[config.mk]
export PLATFORM = sky130hd
export DESIGN_NAME = irq_cause_unit
export DESIGN_NICKNAME = d
export VERILOG_FILES = /design/src/rtl/irq_cause_pkg.sv /design/src/rtl/irq_cause_ctrl.sv /design/src/rtl/irq_cause_datapath.sv /design/src/rtl/irq_cause_unit.sv
export SDC_FILE = /design/constraint.sdc
export NUM_CORES = 1
export LEC_CHECK = 0
export ABC_AREA = 1
export BUFFER_PORTS_ARGS = -buffer_cell sky130_fd_sc_hd__buf_2
export CAP_MARGIN = 30
export CORE_ASPECT_RATIO = 1.2
export CORE_MARGIN = 5
export CORE_UTILIZATION = 54
export CTS_CLUSTER_DIAMETER = 30
export DETAILED_ROUTE_END_ITERATION = 8
export MAX_ROUTING_LAYER = met4
export PLACE_DENSITY = 0.81
export SYNTH_ARGS = -nofsm -noshare
export SYNTH_HDL_FRONTEND = slang
export SYNTH_HIERARCHICAL = 1
export SYNTH_SLANG_ARGS = --single-unit
[constraint.sdc]
create_clock -name clk -period 2.33 [get_ports clk]
set_clock_uncertainty 0.2 [all_clocks]
set_input_delay 0.3495 -clock clk [delete_from_list [all_inputs] [get_ports clk]]
set_output_delay 0.3495 -clock clk [all_outputs]
set_load 0.02 [all_outputs]
[src/rtl/irq_cause_pkg.sv]
package irq_cause_pkg;

  // Register word offsets; software decodes these
  localparam int unsigned OFS_CAUSE = 0;
  localparam int unsigned OFS_FORCE = 1;
  localparam int unsigned OFS_MSET  = 2;
  localparam int unsigned OFS_MCLR  = 3;

  typedef enum logic [1:0] {
    RD_NONE  = 2'd0,
    RD_CAUSE = 2'd1,
    RD_MASK  = 2'd2
  } rdSelT;

  // Strobes from control to datapath
  typedef struct packed {
    logic  ackCause;
    logic  forceSet;
    logic  maskSet;
    logic  maskClr;
    logic  readCause;
    rdSelT rdSel;
  } regStrobeT;

endpackage

[src/rtl/irq_cause_ctrl.sv]
module irq_cause_ctrl
  import irq_cause_pkg::*;
#(
  parameter int unsigned ADDR_W = 4
) (
  input  logic              regWrEn,
  input  logic              regRdEn,
  input  logic [ADDR_W-1:0] regAddr,
  output regStrobeT         strb
);

  localparam logic [ADDR_W-1:0] A_CAUSE = ADDR_W'(OFS_CAUSE);
  localparam logic [ADDR_W-1:0] A_FORCE = ADDR_W'(OFS_FORCE);
  localparam logic [ADDR_W-1:0] A_MSET  = ADDR_W'(OFS_MSET);
  localparam logic [ADDR_W-1:0] A_MCLR  = ADDR_W'(OFS_MCLR);

  logic hitCause, hitForce, hitMset, hitMclr;

  assign hitCause = (regAddr == A_CAUSE);
  assign hitForce = (regAddr == A_FORCE);
  assign hitMset  = (regAddr == A_MSET);
  assign hitMclr  = (regAddr == A_MCLR);

  always_comb begin
    strb           = '0;
    strb.ackCause  = regWrEn & hitCause;
    strb.forceSet  = regWrEn & hitForce;
    strb.maskSet   = regWrEn & hitMset;
    strb.maskClr   = regWrEn & hitMclr;
    strb.readCause = regRdEn & hitCause;
    if (regRdEn && hitCause)     strb.rdSel = RD_CAUSE;
    else if (regRdEn && hitMset) strb.rdSel = RD_MASK;
    else                         strb.rdSel = RD_NONE;
  end

endmodule

[src/rtl/irq_cause_datapath.sv]
module irq_cause_datapath
  import irq_cause_pkg::*;
#(
  parameter int unsigned CAUSE_W = 32
) (
  input  logic               clk,
  input  logic               rstN,
  input  regStrobeT          strb,
  input  logic [CAUSE_W-1:0] wrData,
  input  logic [CAUSE_W-2:0] evtIn,
  output logic [CAUSE_W-1:0] rdData,
  output logic               irqOut
);

  localparam int unsigned        SUM_BIT  = CAUSE_W - 1;
  localparam logic [CAUSE_W-1:0] SUM_MASK = {1'b1, {(CAUSE_W-1){1'b0}}};

  logic [CAUSE_W-1:0] causeQ, causeRaw, causeD;
  logic [CAUSE_W-1:0] maskQ, maskD;
  logic [CAUSE_W-1:0] evtWide;

  assign evtWide = CAUSE_W'(evtIn);

  // Ordering: read-clear, then acknowledge, then force, then events win
  always_comb begin
    causeRaw = causeQ;
    if (strb.readCause) causeRaw = '0;
    if (strb.ackCause)  causeRaw = causeRaw & ~wrData;
    if (strb.forceSet)  causeRaw = causeRaw | wrData;
    causeRaw = causeRaw | evtWide;
    causeD          = causeRaw;
    causeD[SUM_BIT] = |causeRaw;
  end

  always_comb begin
    maskD = maskQ;
    if (strb.maskSet) maskD = maskD | wrData;
    if (strb.maskClr) maskD = maskD & ~wrData;
  end

  always_ff @(posedge clk or negedge rstN) begin
    if (!rstN) begin
      causeQ <= '0;
      maskQ  <= '0;
    end else begin
      causeQ <= causeD;
      maskQ  <= maskD;
    end
  end

  always_comb begin
    unique case (strb.rdSel)
      RD_CAUSE: rdData = causeQ;
      RD_MASK:  rdData = maskQ;
      default:  rdData = '0;
    endcase
  end

  assign irqOut = |(maskQ & causeQ);

  AST_SUMMARY_TRACKS: assert property (@(posedge clk) disable iff (!rstN)
    (causeQ != '0) |-> causeQ[SUM_BIT]);

  AST_FORCE_ORS: assert property (@(posedge clk) disable iff (!rstN)
    strb.forceSet |=> ((causeQ & $past(wrData)) == $past(wrData)));

  AST_READ_EMPTIES: assert property (@(posedge clk) disable iff (!rstN)
    (strb.readCause && !strb.forceSet && evtIn == '0) |=> (causeQ == '0));

  AST_ACK_CLEARS: assert property (@(posedge clk) disable iff (!rstN)
    (strb.ackCause && !strb.forceSet && !strb.readCause)
      |=> ((causeQ & $past(wrData) & ~SUM_MASK & ~$past(evtWide)) == '0));

  AST_MASK_SETS: assert property (@(posedge clk) disable iff (!rstN)
    strb.maskSet |=> ((maskQ & $past(wrData)) == $past(wrData)));

  AST_MASK_CLEARS: assert property (@(posedge clk) disable iff (!rstN)
    strb.maskClr |=> ((maskQ & $past(wrData)) == '0));

  AST_EVENT_KEPT: assert property (@(posedge clk) disable iff (!rstN)
    (evtIn != '0) |=> ((causeQ & $past(evtWide)) == $past(evtWide)));

endmodule

[src/rtl/irq_cause_unit.sv]
module irq_cause_unit
  import irq_cause_pkg::*;
#(
  parameter int unsigned CAUSE_W = 32,
  parameter int unsigned ADDR_W  = 4
) (
  input  logic               clk,
  input  logic               rstN,
  input  logic               regWrEn,
  input  logic               regRdEn,
  input  logic [ADDR_W-1:0]  regAddr,
  input  logic [CAUSE_W-1:0] regWrData,
  output logic [CAUSE_W-1:0] regRdData,
  input  logic [CAUSE_W-2:0] evtIn,
  output logic               irqOut
);

  regStrobeT strb;

  irq_cause_ctrl #(.ADDR_W(ADDR_W)) uCtrl (
    .regWrEn (regWrEn),
    .regRdEn (regRdEn),
    .regAddr (regAddr),
    .strb    (strb)
  );

  irq_cause_datapath #(.CAUSE_W(CAUSE_W)) uData (
    .clk    (clk),
    .rstN   (rstN),
    .strb   (strb),
    .wrData (regWrData),
    .evtIn  (evtIn),
    .rdData (regRdData),
    .irqOut (irqOut)
  );

endmodule

==> impl_metrics.csv <==
group,metric,value,unit
outcome,status,"finished clean",
clock_tree,clk_transition_reported_paths,70,ps
finish,diodes,0,
clock_tree,clkLatencyLatePin,330,ps
placement,cell_area_after_placement,4917,µm²
critical_path,worst_r2r_startpoint,"uData/causeQ[23]",
hold_path,worst_hold_path_startpoint,"regWrData[2]",
timing,rsz0062_at_grt,"no",
placement,place.detailed.hpwl,8434,µm
timing,tightest_slew,667.4,ps
pwr,fin_total_pwr,2906,µW
critical_path,worstPathRequired,1780,ps
timing,timing.max_slew.rel_slack,55.46,%
grt,global_route.usage.total,26.16,%
clock_tree,tritoncts,"done",
grt,grt_max_degree,65,
clock_tree,clock_tree.root_cell,"clkbuf_8",
routing,met2_wirelength,6330,µm
timing,post-route-min-period,2296,ps
routing,drt_drc_violations_left,0,
synthesis,seq_area_frac_synth,38.35,%
placement,place.detailed.instances,841,
floorplanning,number_of_i_o_pins,104,
synthesis,ys.flop_type,"dfrtp_1",
clock_tree,cts_max_path_buffers,2,
grt,grt_pass1_wl,20050,µm
floorplanning,die_h,106.3,µm
timing,max_clock_freq,0.4355,GHz
pwr,power.density,539.9,nW/µm²
floorplanning,fp-row-count,35,
routing,detail_route.vias_per_cell,5.133,
grt,antenna_found_initial,0,
hold_path,min-delay-path-class,"in -> reg",
timing,hold_viol_final,0,
floorplanning,die_w,90.28,µm
routing,routed-wl-met3,847,µm
routing,wl_per_cell,14.30,µm
critical_path,critical_path.max_fanout,17,
timing,timing.final.max_slew_violations,0,
synthesis,synthDominantAreaCellType,"dfrtp_1",
clock_tree,clock_sink_count,64,
grt,first_global_vias,4446,
clock_tree,tritoncts_buffer_count,9,
floorplanning,fp.dieArea,9600,µm²
synthesis,synth_edf_count,0,
synthesis,synthesis.instances,649,
finish,final_design_area_no_fill,5381,µm²
routing,detail_route.iter0.violations,302,
floorplanning,floorplan.core_area,7620,µm²
synthesis,cell_with_the_most_instances_after_synthesis,"nand2_1",
run,cap_viol_max_count,0,
synthesis,synthDominantCellAreaShare,38.35,%
critical_path,worstPathArrival,1750,ps
synthesis,ys_seq_elements,64,
synthesis,syn_area_per_cell,6.435,µm²
finish,nNetsFinal,835,
routing,dr_total_vias,4409,
synthesis,mappedNetlistNets,722,
synthesis,synthArstFlopShare,100.0,%
synthesis,yosysWarningCount,6,
timing,setup_viol_count_final,0,
critical_path,setup_slack_of_the_most_critical_reg_to_reg_path,820,ps
routing,route.top_layer_used,"met4",
routing,first_pass_iters,4,
timing,tns,0,ps
routing,drt_wl_total,12290,µm
synthesis,most_numerous_cell_types_in_the_synthesized_netlist,"nand2_1, inv_1, a21oi_1",
critical_path,worst_setup_ep_type,"output pin",
critical_path,timing_worst_setup_path_type,"in -> out",
synthesis,synthDistinctLibCells,21,
clock_tree,cts_htree_levels,3,
finish,layout-drive-gt1-share,24.90,%
critical_path,critPathLaunch,"regAddr[0]",
timing,final_min_period_over_clock_period,98.55,%
synthesis,ys_top_cells_by_area,"dfrtp_1, nand2_1, inv_1, a21oi_1, nor2_1",
grt,grt-ovfl-total,0,
placement,routabilityCongestion,0.9071,
floorplanning,start_util,54.81,%
routing,wirelength_met1,4814,µm
critical_path,start_kind,"primary input",
finish,filler_cell_count,650,
routing,final_antenna_net_count,0,
pwr,max-vdd-ir-drop,467.7,µV
finish,area_delta_synth_final,28.85,%
finish,instances_no_fill,859,
placement,port_bufs,103,
synthesis,netlist_area,4177,µm²
pwr,power_leakage,0.002752,µW
-- state kept, by name, summed over array words and instances, names as in the netlist --
register      flops
uData/causeQ     32
uData/maskQ      32
-- worst max-delay path, stage by stage --
cell     delay (ps)
buf_2           100
buf_4           130
nor2_2           90
nand2_2          80
nor2_4          170
inv_2            60
ha_4            260
buf_12          160
a21oi_2         180
buf_6           150
-- stage by stage --
step / util [%] / worst slack, ps / hold WS [ps]
detailed placement: 64.53 / -153.1 / 192.1
CTS: 68.18 / 2.939 / 67.61
floorplan: - / 134.3 / -146.1
global route: 70.62 / 8.380 / 88.46
global placement: 64.38 / -118.6 / 194.4
finish: 70.62 / 33.67 / 85.35
-- worst paths after layout --
path	depth (start not counted)	endpoint
setup / recovery	10	regRdData[17]
hold / removal	3	uData/maskQ[2]
setup reg to reg	8	uData/causeQ[31]
hold reg to reg	4	uData/maskQ[27]
max in group asynchronous	3	uData/maskQ[3]
min in group asynchronous	3	uData/maskQ[30]
-- repair_timing --
action                                 4_1_cts  5_1_grt
setup buffers                                0        1
resized for setup                           19       55
hold buffers                                 1        0
setup endpoints to repair                   32       32
pin swaps                                    0        1
endpoints found under the hold margin       64        0
-- power by group --
part	switching [µW]	total [µW]	internal, µW
clock	441	963	522
sequential	101	1360	1260
combinational	329	584	255
-- logic make-up (layout without fill, tap and decap cells) --
kind of cell | after synthesis | in the layout | share of synthesized area (%)
and+or+nand+nor | 250 | 250 | 22.83
AOI/OAI and AO/OA | 145 | 145 | 20.19
DFF | 64 | 64 | 38.35
buffers and inverters | 188 | 306 | 18.03
adders and majority gates | 2 | 2 | 0.5991
-- routing by layer --
layer / vias to the layer above / global-route usage [%]
li1: 2160 / -
met1: 2039 / 29.58
met2: 182 / 47.02
met3: 28 / 3.468
met4: 0 / 9.787
met5: - / -
-- cells in the final DEF (no fill, tap or decap), types with 8 or more instances in the layout --
| master | netlist | final |
|---|---|---|
| nand2_1 | 187 | 186 |
| inv_1 | 164 | 163 |
| buf_2 | 2 | 71 |
| dfrtp_1 | 64 | 64 |
| nor2_1 | 56 | 52 |
| buf_4 | 4 | 41 |
| a21oi_1 | 67 | 40 |
| a21oi_2 | 10 | 36 |
| o21ai_0 | 35 | 35 |
| a21o_1 | 13 | 13 |
| clkbuf_8 | 0 | 10 |
| o21bai_1 | 8 | 8 |
-- cell type report --
type | instances | area, µm² | share of cell area, %
clock inverters | 5 | 56.30 | 1.046
clock buffers | 11 | 141.4 | 2.627
flip-flops and latches | 64 | 1602 | 29.76
repair buffers | 125 | 864.6 | 16.07
multi-input cells | 397 | 1983 | 36.85
well taps | 92 | 115.1 | 2.139
inverters | 165 | 619.3 | 11.51
(Power assumes the default switching activity.)
